`config.mk`:
```
export PLATFORM = sky130hd
export DESIGN_NAME = gint_ctrl
export DESIGN_NICKNAME = d
export VERILOG_FILES = /design/src/rtl/gint_pkg.sv /design/src/rtl/gint_edge.sv /design/src/rtl/gint_regs.sv /design/src/rtl/gint_rdmux.sv /design/src/rtl/gint_ctrl.sv
export SDC_FILE = /design/constraint.sdc
export NUM_CORES = 1
export LEC_CHECK = 0
export ABC_AREA = 1
export BUFFER_PORTS_ARGS = -buffer_cell sky130_fd_sc_hd__buf_2
export CAP_MARGIN = 20
export CORE_UTILIZATION = 25
export DETAILED_ROUTE_END_ITERATION = 8
export PLACE_DENSITY = 0.77
export SLEW_MARGIN = 10
export SYNTH_ARGS = -nofsm -noshare
export SYNTH_HDL_FRONTEND = slang
export SYNTH_SLANG_ARGS = --single-unit
```
`constraint.sdc`:
```
create_clock -name clk -period 2.55 [get_ports clk]
set_input_delay 0 -clock clk [delete_from_list [all_inputs] [get_ports clk]]
set_output_delay 0 -clock clk [all_outputs]
set_load 0.05 [all_outputs]
```
`src/rtl/gint_pkg.sv`:
```
package gint_pkg;
  localparam int DATA_W   = 32;
  localparam int BIT_IDLE = 31;
  localparam int BIT_QLOW = 30;
  localparam int BIT_PB   = 18;
  localparam int BIT_PA   = 14;
  localparam int BIT_VCAP = 6;

  localparam int NSRC     = 5;
  localparam int SRC_IDLE = 0;
  localparam int SRC_QLOW = 1;
  localparam int SRC_PA   = 2;
  localparam int SRC_PB   = 3;
  localparam int SRC_VCAP = 4;

  typedef struct packed {
    logic idle;
    logic pipe_b;
    logic pipe_a;
    logic vcap;
  } gint_en_t;
endpackage

```
`src/rtl/gint_edge.sv`:
```
module gint_edge #(
  parameter int N = 5
) (
  input  logic         clk,
  input  logic         rst_n,
  input  logic [N-1:0] lvl,
  output logic [N-1:0] trig
);
  logic [N-1:0] prev_q;

  for (genvar i = 0; i < N; i++) begin : g_src
    always_ff @(posedge clk or negedge rst_n) begin
      if (!rst_n) prev_q[i] <= 1'b0;
      else        prev_q[i] <= lvl[i];
    end
    assign trig[i] = lvl[i] & ~prev_q[i];
  end
endmodule

```
`src/rtl/gint_regs.sv`:
```
module gint_regs
  import gint_pkg::*;
(
  input  logic              clk,
  input  logic              rst_n,
  input  logic              wr_ok,
  input  logic [DATA_W-1:0] wdata,
  input  logic [NSRC-1:0]   trig,
  output gint_en_t          en_q,
  output logic              pend_q,
  output logic              irq_q,
  output logic [DATA_W-1:0] word
);
  logic pend_d;
  logic hit;

  always_comb begin
    pend_d = pend_q;
    if (wr_ok && wdata[BIT_QLOW]) pend_d = 1'b0;
    if (trig[SRC_QLOW])           pend_d = 1'b1;
  end

  assign hit = (trig[SRC_IDLE] & en_q.idle)   |
               (trig[SRC_PB]   & en_q.pipe_b) |
               (trig[SRC_PA]   & en_q.pipe_a) |
               (trig[SRC_VCAP] & en_q.vcap);

  always_ff @(posedge clk or negedge rst_n) begin
    if (!rst_n) begin
      en_q   <= '0;
      pend_q <= 1'b0;
      irq_q  <= 1'b0;
    end else begin
      pend_q <= pend_d;
      irq_q  <= pend_d | hit;
      if (wr_ok) begin
        en_q.idle   <= wdata[BIT_IDLE];
        en_q.pipe_b <= wdata[BIT_PB];
        en_q.pipe_a <= wdata[BIT_PA];
        en_q.vcap   <= wdata[BIT_VCAP];
      end
    end
  end

  always_comb begin
    word           = '0;
    word[BIT_IDLE] = en_q.idle;
    word[BIT_QLOW] = pend_q;
    word[BIT_PB]   = en_q.pipe_b;
    word[BIT_PA]   = en_q.pipe_a;
    word[BIT_VCAP] = en_q.vcap;
  end
endmodule

```
`src/rtl/gint_rdmux.sv`:
```
module gint_rdmux #(
  parameter int DW = 32,
  localparam int LANES = DW / 8
) (
  input  logic             rd_en,
  input  logic [LANES-1:0] be,
  input  logic [DW-1:0]    word,
  output logic [DW-1:0]    rdata
);
  for (genvar l = 0; l < LANES; l++) begin : g_lane
    assign rdata[8*l +: 8] = (rd_en && be[l]) ? word[8*l +: 8] : 8'h00;
  end
endmodule

```
`src/rtl/gint_ctrl.sv`:
```
module gint_ctrl
  import gint_pkg::*;
#(
  parameter int          ADDR_W = 24,
  parameter logic [23:0] OFS_LO = 24'h400600,
  parameter logic [23:0] OFS_HI = 24'hC00600
) (
  input  logic              clk,
  input  logic              rst_n,
  input  logic [ADDR_W-1:0] reg_addr,
  input  logic              reg_wr,
  input  logic              reg_rd,
  input  logic [3:0]        reg_be,
  input  logic [31:0]       reg_wdata,
  output logic [31:0]       reg_rdata,
  input  logic              evt_blit_idle,
  input  logic              evt_queue_low,
  input  logic              evt_pipe_a_end,
  input  logic              evt_pipe_b_end,
  input  logic              evt_cap_vsync,
  output logic              host_irq
);
  localparam logic [ADDR_W-1:0] A_LO = ADDR_W'(OFS_LO);
  localparam logic [ADDR_W-1:0] A_HI = ADDR_W'(OFS_HI);

  logic            sel;
  logic            wr_ok;
  logic            rd_en;
  logic [NSRC-1:0] lvl;
  logic [NSRC-1:0] trig;
  gint_en_t        en_q;
  logic            pend_q;
  logic [31:0]     word;

  assign sel   = (reg_addr == A_LO) || (reg_addr == A_HI);
  assign wr_ok = reg_wr && sel && (&reg_be);
  assign rd_en = reg_rd && sel;

  always_comb begin
    lvl           = '0;
    lvl[SRC_IDLE] = evt_blit_idle;
    lvl[SRC_QLOW] = evt_queue_low;
    lvl[SRC_PA]   = evt_pipe_a_end;
    lvl[SRC_PB]   = evt_pipe_b_end;
    lvl[SRC_VCAP] = evt_cap_vsync;
  end

  gint_edge #(.N(NSRC)) u_edge (
    .clk  (clk),
    .rst_n(rst_n),
    .lvl  (lvl),
    .trig (trig)
  );

  gint_regs u_regs (
    .clk   (clk),
    .rst_n (rst_n),
    .wr_ok (wr_ok),
    .wdata (reg_wdata),
    .trig  (trig),
    .en_q  (en_q),
    .pend_q(pend_q),
    .irq_q (host_irq),
    .word  (word)
  );

  gint_rdmux #(.DW(32)) u_rdmux (
    .rd_en(rd_en),
    .be   (reg_be),
    .word (word),
    .rdata(reg_rdata)
  );
endmodule

```
==> results of run 1 <==
## per-stage QoR
stage / total power [mW] / std cells / util / setup WS (ns) / hold WS, ns
6_report: 0.436 / 218 / 0.364 / 1.42 / 0.0656
5_1_grt: 0.457 / 218 / 0.364 / 1.29 / 0.0739
4_1_cts: 0.441 / 218 / 0.364 / 1.39 / 0.0655
3_5_place_dp: 0.315 / 204 / 0.323 / 1.39 / -0.123
3_3_place_gp: 0.313 / 204 / 0.323 / 1.40 / -0.130
2_1_floorplan: 0.311 / 141 / - / 1.34 / -0.296
## sequential cells by signal, summed over array words and instances (netlist names)
signal         flops
u_edge.prev_q      5
u_regs.en_q        4
u_regs.irq_q       1
u_regs.pend_q      1
## metal layers
metal,vias to the layer above,wire length (um),global-route usage
li1,404,-,-
met1,335,728,0.109
met2,42,862,0.187
met3,2,139,0.0132
met4,0,10,0.0408
met5,-,0,0
## layout make-up
cell class | instances | share of cell area
multi-input combinational | 87 | 0.328
clock buffer | 4 | 0.0236
inverter | 16 | 0.0540
timing repair buffer | 56 | 0.297
sequential | 11 | 0.247
tap | 44 | 0.0495
## cell families (layout without fill, tap and decap cells)
kind of cell	Yosys count	in the layout	share of synthesized area
buf+inv	43	76	0.326
flops	11	11	0.342
other cells	1	27	0.00465
compound gates	1	1	0.00621
simple gates	59	59	0.321
## cell usage after synthesis, drive strengths merged
master | number | area share
and2 | 1 | 0.011
buf | 27 | 0.25
nand4 | 1 | 0.0078
nand2 | 33 | 0.16
nor2 | 16 | 0.078
nand3b | 2 | 0.019
inv | 16 | 0.075
o21ai | 1 | 0.0062
nand3 | 3 | 0.025
nor3 | 1 | 0.0062
conb | 1 | 0.0047
and3 | 1 | 0.0078
dfrtp | 11 | 0.34
and3b | 1 | 0.011
## final timing paths
check                           depth (start not counted)  slack (ns)          endpoint      startpoint
worst max register to register                          3        1.60      u_regs.irq_q  u_regs.en_q[1]
min in group asynchronous                               2        0.14  u_edge.prev_q[1]           rst_n
max in group asynchronous                               2        2.21    u_regs.en_q[3]           rst_n
worst min-delay path                                    4        0.07     u_regs.pend_q   reg_wdata[30]
worst min register to register                          2        0.48    u_regs.en_q[3]  u_regs.en_q[3]
worst max-delay path                                    8        1.42      reg_rdata[6]    reg_addr[13]
## critical path, cell delays in order
cell	delay, ns
buf_2	0.09
nor2_1	0.10
nand3b_1	0.08
nor2_1	0.19
and2_4	0.19
nand2_1	0.10
nor2_1	0.10
buf_2	0.26
## power groups by stage
stage | registers (mW) | logic [mW] | clock network [mW]
3_5_place_dp | 0.183 | 0.132 | 0
3_3_place_gp | 0.182 | 0.131 | 0
6_report | 0.179 | 0.145 | 0.112
2_1_floorplan | 0.182 | 0.129 | 0
5_1_grt | 0.179 | 0.155 | 0.123
4_1_cts | 0.179 | 0.144 | 0.118
==> run_results.csv, run 1 <==
group,metric,value,unit
final_layout,area_delta_synth_final,38.0,%
power_and_ir_drop,pwr_density_cell,392,nW/um2
power_and_ir_drop,p_clk_frac,0.256,
floorplan,initial_core_util,0.264,
clocking,clock_path_buffers,2,
power_and_ir_drop,peakVddDrop,0.000168,V
logic_synthesis,yosys_warnings,0,
drt,vias_per_cell,3.59,
worst_setup_path,critPathMaxFanout,3,
clocking,clock-sinks,11,
timing,fin_tns_setup,0,ns
logic_synthesis,avgSynthCellArea,7.01,um2
power_and_ir_drop,p_int,0.275,mW
floorplan,die_w,58.8,um
timing,fin_crit_sh,0.442,
logic_synthesis,yosysSeqAreaShare,0.342,
grt,grt.total_usage,0.0987,
logic_synthesis,ys_ff_latch,11,
timing,maxSlewViolCount,0,
timing,clock_skew,0.000269,ns
floorplan,io_pins,102,
power_and_ir_drop,swShare,0.369,
placement,dp_hpwl,1390,um
clocking,cts_setup_buffers,0,
clocking,h-tree-depth,1,
worst_setup_path,critPathKind,"in2out",
timing,fin_crit,1.13,ns
power_and_ir_drop,pwr-share-seq,0.412,
final_layout,fillers,357,
drt,drc,0,
clocking,path_clk_slew,0.06,ns
grt,grt_max_degree,12,
logic_synthesis,syn_inst,115,
final_layout,layout_common_cells,"46 x buf_2, 32 x nand2_1, 27 x conb_1",
drt,firstDrtPassIters,4,
flow_run,max_cap_viol_count,0,
placement,dpl_cell_area,986,um2
final_layout,ff_latch_area,275,um2
grt,antenna_found_initial,0,
worst_setup_path,setup.worst_path.start_class,"input port",
drt,routed_wl,1740,um
worst_setup_path,worstPathRequired,2.55,ns
power_and_ir_drop,power_frac_comb,0.332,
clocking,ctsHoldBuffers,10,
power_and_ir_drop,p_leak,0.659,nW
clocking,cts-root-buf,"clkbuf_4",
grt,grt_pass1_vias,644,
drt,drt_iter0_markers,6,
drt,vias,783,
drt,wire_per_inst,7.98,um
worst_setup_path,crit_arrival,1.13,ns
grt,grt_pass1_wl,2500,um
clocking,numCtsBuffers,3,
final_layout,multi_input_area,365,um2
floorplan,rows,20,
clocking,cts_resized,0,
grt,grt-ovfl-total,0,
clocking,insertion_delay,0.26,ns
min_path,hold_path_class,"in2reg",
timing,hold_viol_final,0,
floorplan,coreArea,3050,um2
final_layout,design_area,1110,um2
logic_synthesis,ys_types,17,
worst_setup_path,cp-end-kind,"primary output",
floorplan,die_y,58.8,um
drt,antenna_left,0,
final_layout,antenna_cells,0,
timing,finalSetupViolations,0,
placement,gp_congestion,0.693,
outcome,status,"completed",
power_and_ir_drop,power_switching,0.161,mW
floorplan,die_area,3450,um2
timing,rsz0062_at_grt,"false",
clocking,tritoncts,"yes",
logic_synthesis,synth_area,806,um2
final_layout,final_common_cell,"buf_2",
final_layout,fin_nets,244,
final_layout,layout-drive-gt1-share,0.305,
placement,io_buffer_count,46,
timing,clock.fmax,888,MHz
Power figures use the tool's default switching activity.
==> inputs of run 2 (changes only) <==
Settings changed: ABC_AREA 1 to 0, PLACE_DENSITY 0.77 to 0.83.
Clock period 2.55 ns to 0.9 ns, I/O delays scaled along.
==> run 2 against run 1 <==
Against the previous run: the flow now finishes with violations (negative setup slack); via count fell by 7.0%; critical path type is now in2reg; flip-flop and latch count did not move; routed wire length rose by 21%; clock power rose to 2.9 times the previous value; sequential power rose to 2.8 times the previous value.
==> run_results.csv, run 2 <==
group,metric,value,unit
grt,grt_pass1_vias,738,
clocking,tritoncts,"yes",
worst_setup_path,reg2reg_setup_slack,-0.08,ns
grt,grt_max_degree,12,
worst_setup_path,r2r_cells,4,
logic_synthesis,syn_inst,73,
placement,dpl_cell_area,997,um2
logic_synthesis,synth-edff-count,0,
final_layout,largestRegisters,"u_edge.prev_q x5, u_regs.en_q x4",
final_layout,regMostFlops,"u_edge.prev_q",
drt,drc,0,
logic_synthesis,synth_top_area_cell,"dfrtp_1",
logic_synthesis,synthTopCellsByArea,"dfrtp_1 38%, buf_4 28%, mux2_2 6.2%",
logic_synthesis,async_reset_ff_frac,1.00,
flow_run,max_cap_viol_count,0,
worst_setup_path,critPathKind,"in2reg",
drt,vias_per_cell,4.23,
drt,drt_iter0_markers,6,
final_layout,area_delta_synth_final,80.0,%
final_layout,fillers,238,
grt,gr-usage-met1,0.138,
logic_synthesis,yosysSeqAreaShare,0.379,
grt,grt.met3_usage,0.0140,
final_layout,layout-drive-gt1-share,0.532,
drt,vias,728,
logic_synthesis,netlist_top_cells_count,"27 x buf_4, 11 x dfrtp_1, 5 x and3_1",
timing,clock.fmax,845,MHz
power_and_ir_drop,pwr_density_cell,996,nW/um2
power_and_ir_drop,p_leak,0.668,nW
floorplan,io_pins,102,
worst_setup_path,crit_arrival,1.33,ns
outcome,violations,"negative setup slack",
timing,clock_skew,0.000461,ns
timing,fin_crit_sh,1.31,
final_layout,fin_util,0.474,
grt,antenna_found_initial,0,
clocking,clock-sinks,11,
clocking,insertion_delay,0.25,ns
final_layout,antenna_cells,0,
clocking,h-tree-depth,1,
logic_synthesis,yosys_warnings,0,
placement,place_ws,-0.655,ns
drt,wire_per_inst,12.3,um
timing,hold_slack,0.139,ns
floorplan,initial_core_util,0.263,
final_layout,fin_cells,172,
floorplan,die_w,55.9,um
placement,io_buffer_count,46,
timing,rsz0062_at_grt,"true",
timing,maxSlewViolCount,0,
placement,place_inst,156,
worst_setup_path,cp-end-kind,"flip-flop",
drt,antenna_left,0,
outcome,status,"finished, violations left",
drt,firstDrtPassIters,4,
grt,grt-ovfl-total,0,
timing,fin_crit,1.18,ns
final_layout,largest_reg_flops,5,
logic_synthesis,avgSynthCellArea,9.94,um2
worst_setup_path,reg2reg_from,"u_regs.pend_q",
timing,finalSetupViolations,11,
clocking,path_clk_slew,0.07,ns
logic_synthesis,ys_ff_latch,11,
floorplan,die_y,55.9,um
power_and_ir_drop,p_total,1.30,mW
final_layout,final_common_cell,"buf_2",
placement,dp_hpwl,1360,um
grt,use_met2,0.260,
worst_setup_path,setup.worst_path.start_class,"input port",
final_layout,fin_nets,211,
logic_synthesis,yosys.cell_count.top_type,"buf_4",
worst_setup_path,critPathMaxFanout,5,
worst_setup_path,worstPathRequired,1.04,ns
floorplan,rows,19,
grt,grt-busiest-layer,"met2",
power_and_ir_drop,peakVddDrop,0.000826,V
timing,setup_slack,-0.283,ns
timing,fin_tns_setup,-2.62,ns
logic_synthesis,synth.top_cell.area_share,0.379,
logic_synthesis,synth_area,726,um2
clocking,cts-root-buf,"clkbuf_4",
drt,routed_wl,2110,um
timing,hold_viol_final,0,
clocking,clock_path_buffers,2,
placement,gp_congestion,0.682,
final_layout,design_area,1310,um2
floorplan,die_area,3120,um2
final_layout,layout_common_cells,"34 x buf_2, 27 x conb_1, 11 x dfrtp_1",
floorplan,coreArea,2760,um2
logic_synthesis,synth_ff_type,"dfrtp_1",
logic_synthesis,ys_types,19,
grt,grt_pass1_wl,3170,um
worst_setup_path,r2r-end,"u_regs.irq_q",
grt,grt.total_usage,0.132,
clocking,numCtsBuffers,3,
min_path,hold_path_class,"in2async",
run 2: worst max-delay path by stage:
stage                            start              to  slack (ns)  depth (start not counted)
final                      reg_addr[5]  u_regs.en_q[3]       -0.28                          7
after global routing       reg_addr[6]   reg_rdata[14]       -0.35                          7
after CTS                 reg_addr[17]  u_regs.en_q[3]       -0.23                          6
after detailed placement   reg_addr[7]  u_regs.en_q[3]       -0.66                          5
after global placement    reg_addr[16]  u_regs.en_q[3]       -0.59                          5
after floorplan           reg_addr[16]  u_regs.en_q[0]       -0.44                          4
run 2: where the power goes:
group	leakage, nW	internal (mW)	total (mW)	switching, mW
clock network	0.0150	0.171	0.321	0.150
registers	0.132	0.505	0.509	0.00321
logic	0.521	0.141	0.471	0.330
total	0.668	0.818	1.30	0.484
run 2: cell families (layout without fill, tap and decap cells):
| group | after synthesis | count (layout) | synth area share |
|---|---|---|---|
| AOI/OAI and AO/OA | 3 | 3 | 0.0259 |
| buffers and inverters | 29 | 71 | 0.290 |
| DFF | 11 | 11 | 0.379 |
| muxes | 4 | 4 | 0.0621 |
| other | 1 | 27 | 0.00517 |
| and+or+nand+nor | 25 | 25 | 0.238 |
run 2: layer usage:
| layer | part of all wire | vias up |
|---|---|---|
| li1 | - | 332 |
| met1 | 0.37 | 340 |
| met2 | 0.55 | 50 |
| met3 | 0.063 | 6 |
| met4 | 0.024 | 0 |
| met5 | 0 | - |
run 2: repair_timing:
| item | in CTS | in global routing |
|---|---|---|
| hold endpoints to repair | 20 | 0 |
| buffers inserted | 2 | 1 |
| hold buffers | 10 | 0 |
| pin swaps | 15 | 6 |
| setup endpoints to repair | 11 | 11 |
| resized for setup | 29 | 8 |
run 2: critical path: stages:
cell     delay [ns]
buf_6          0.10
nor4_4         0.28
nand4_1        0.17
buf_4          0.18
nor4_4         0.13
buf_6          0.17
mux2_4         0.30
run 2: cell type report:
| type | instances | area, um2 | area share |
|---|---|---|---|
| flip-flops and latches | 11 | 275 | 0.211 |
| inverters | 2 | 7.51 | 0.00575 |
| clock buffers | 4 | 26.3 | 0.0201 |
| multi-input cells | 59 | 455 | 0.349 |
| well taps | 31 | 38.8 | 0.0297 |
| repair buffers | 65 | 503 | 0.385 |
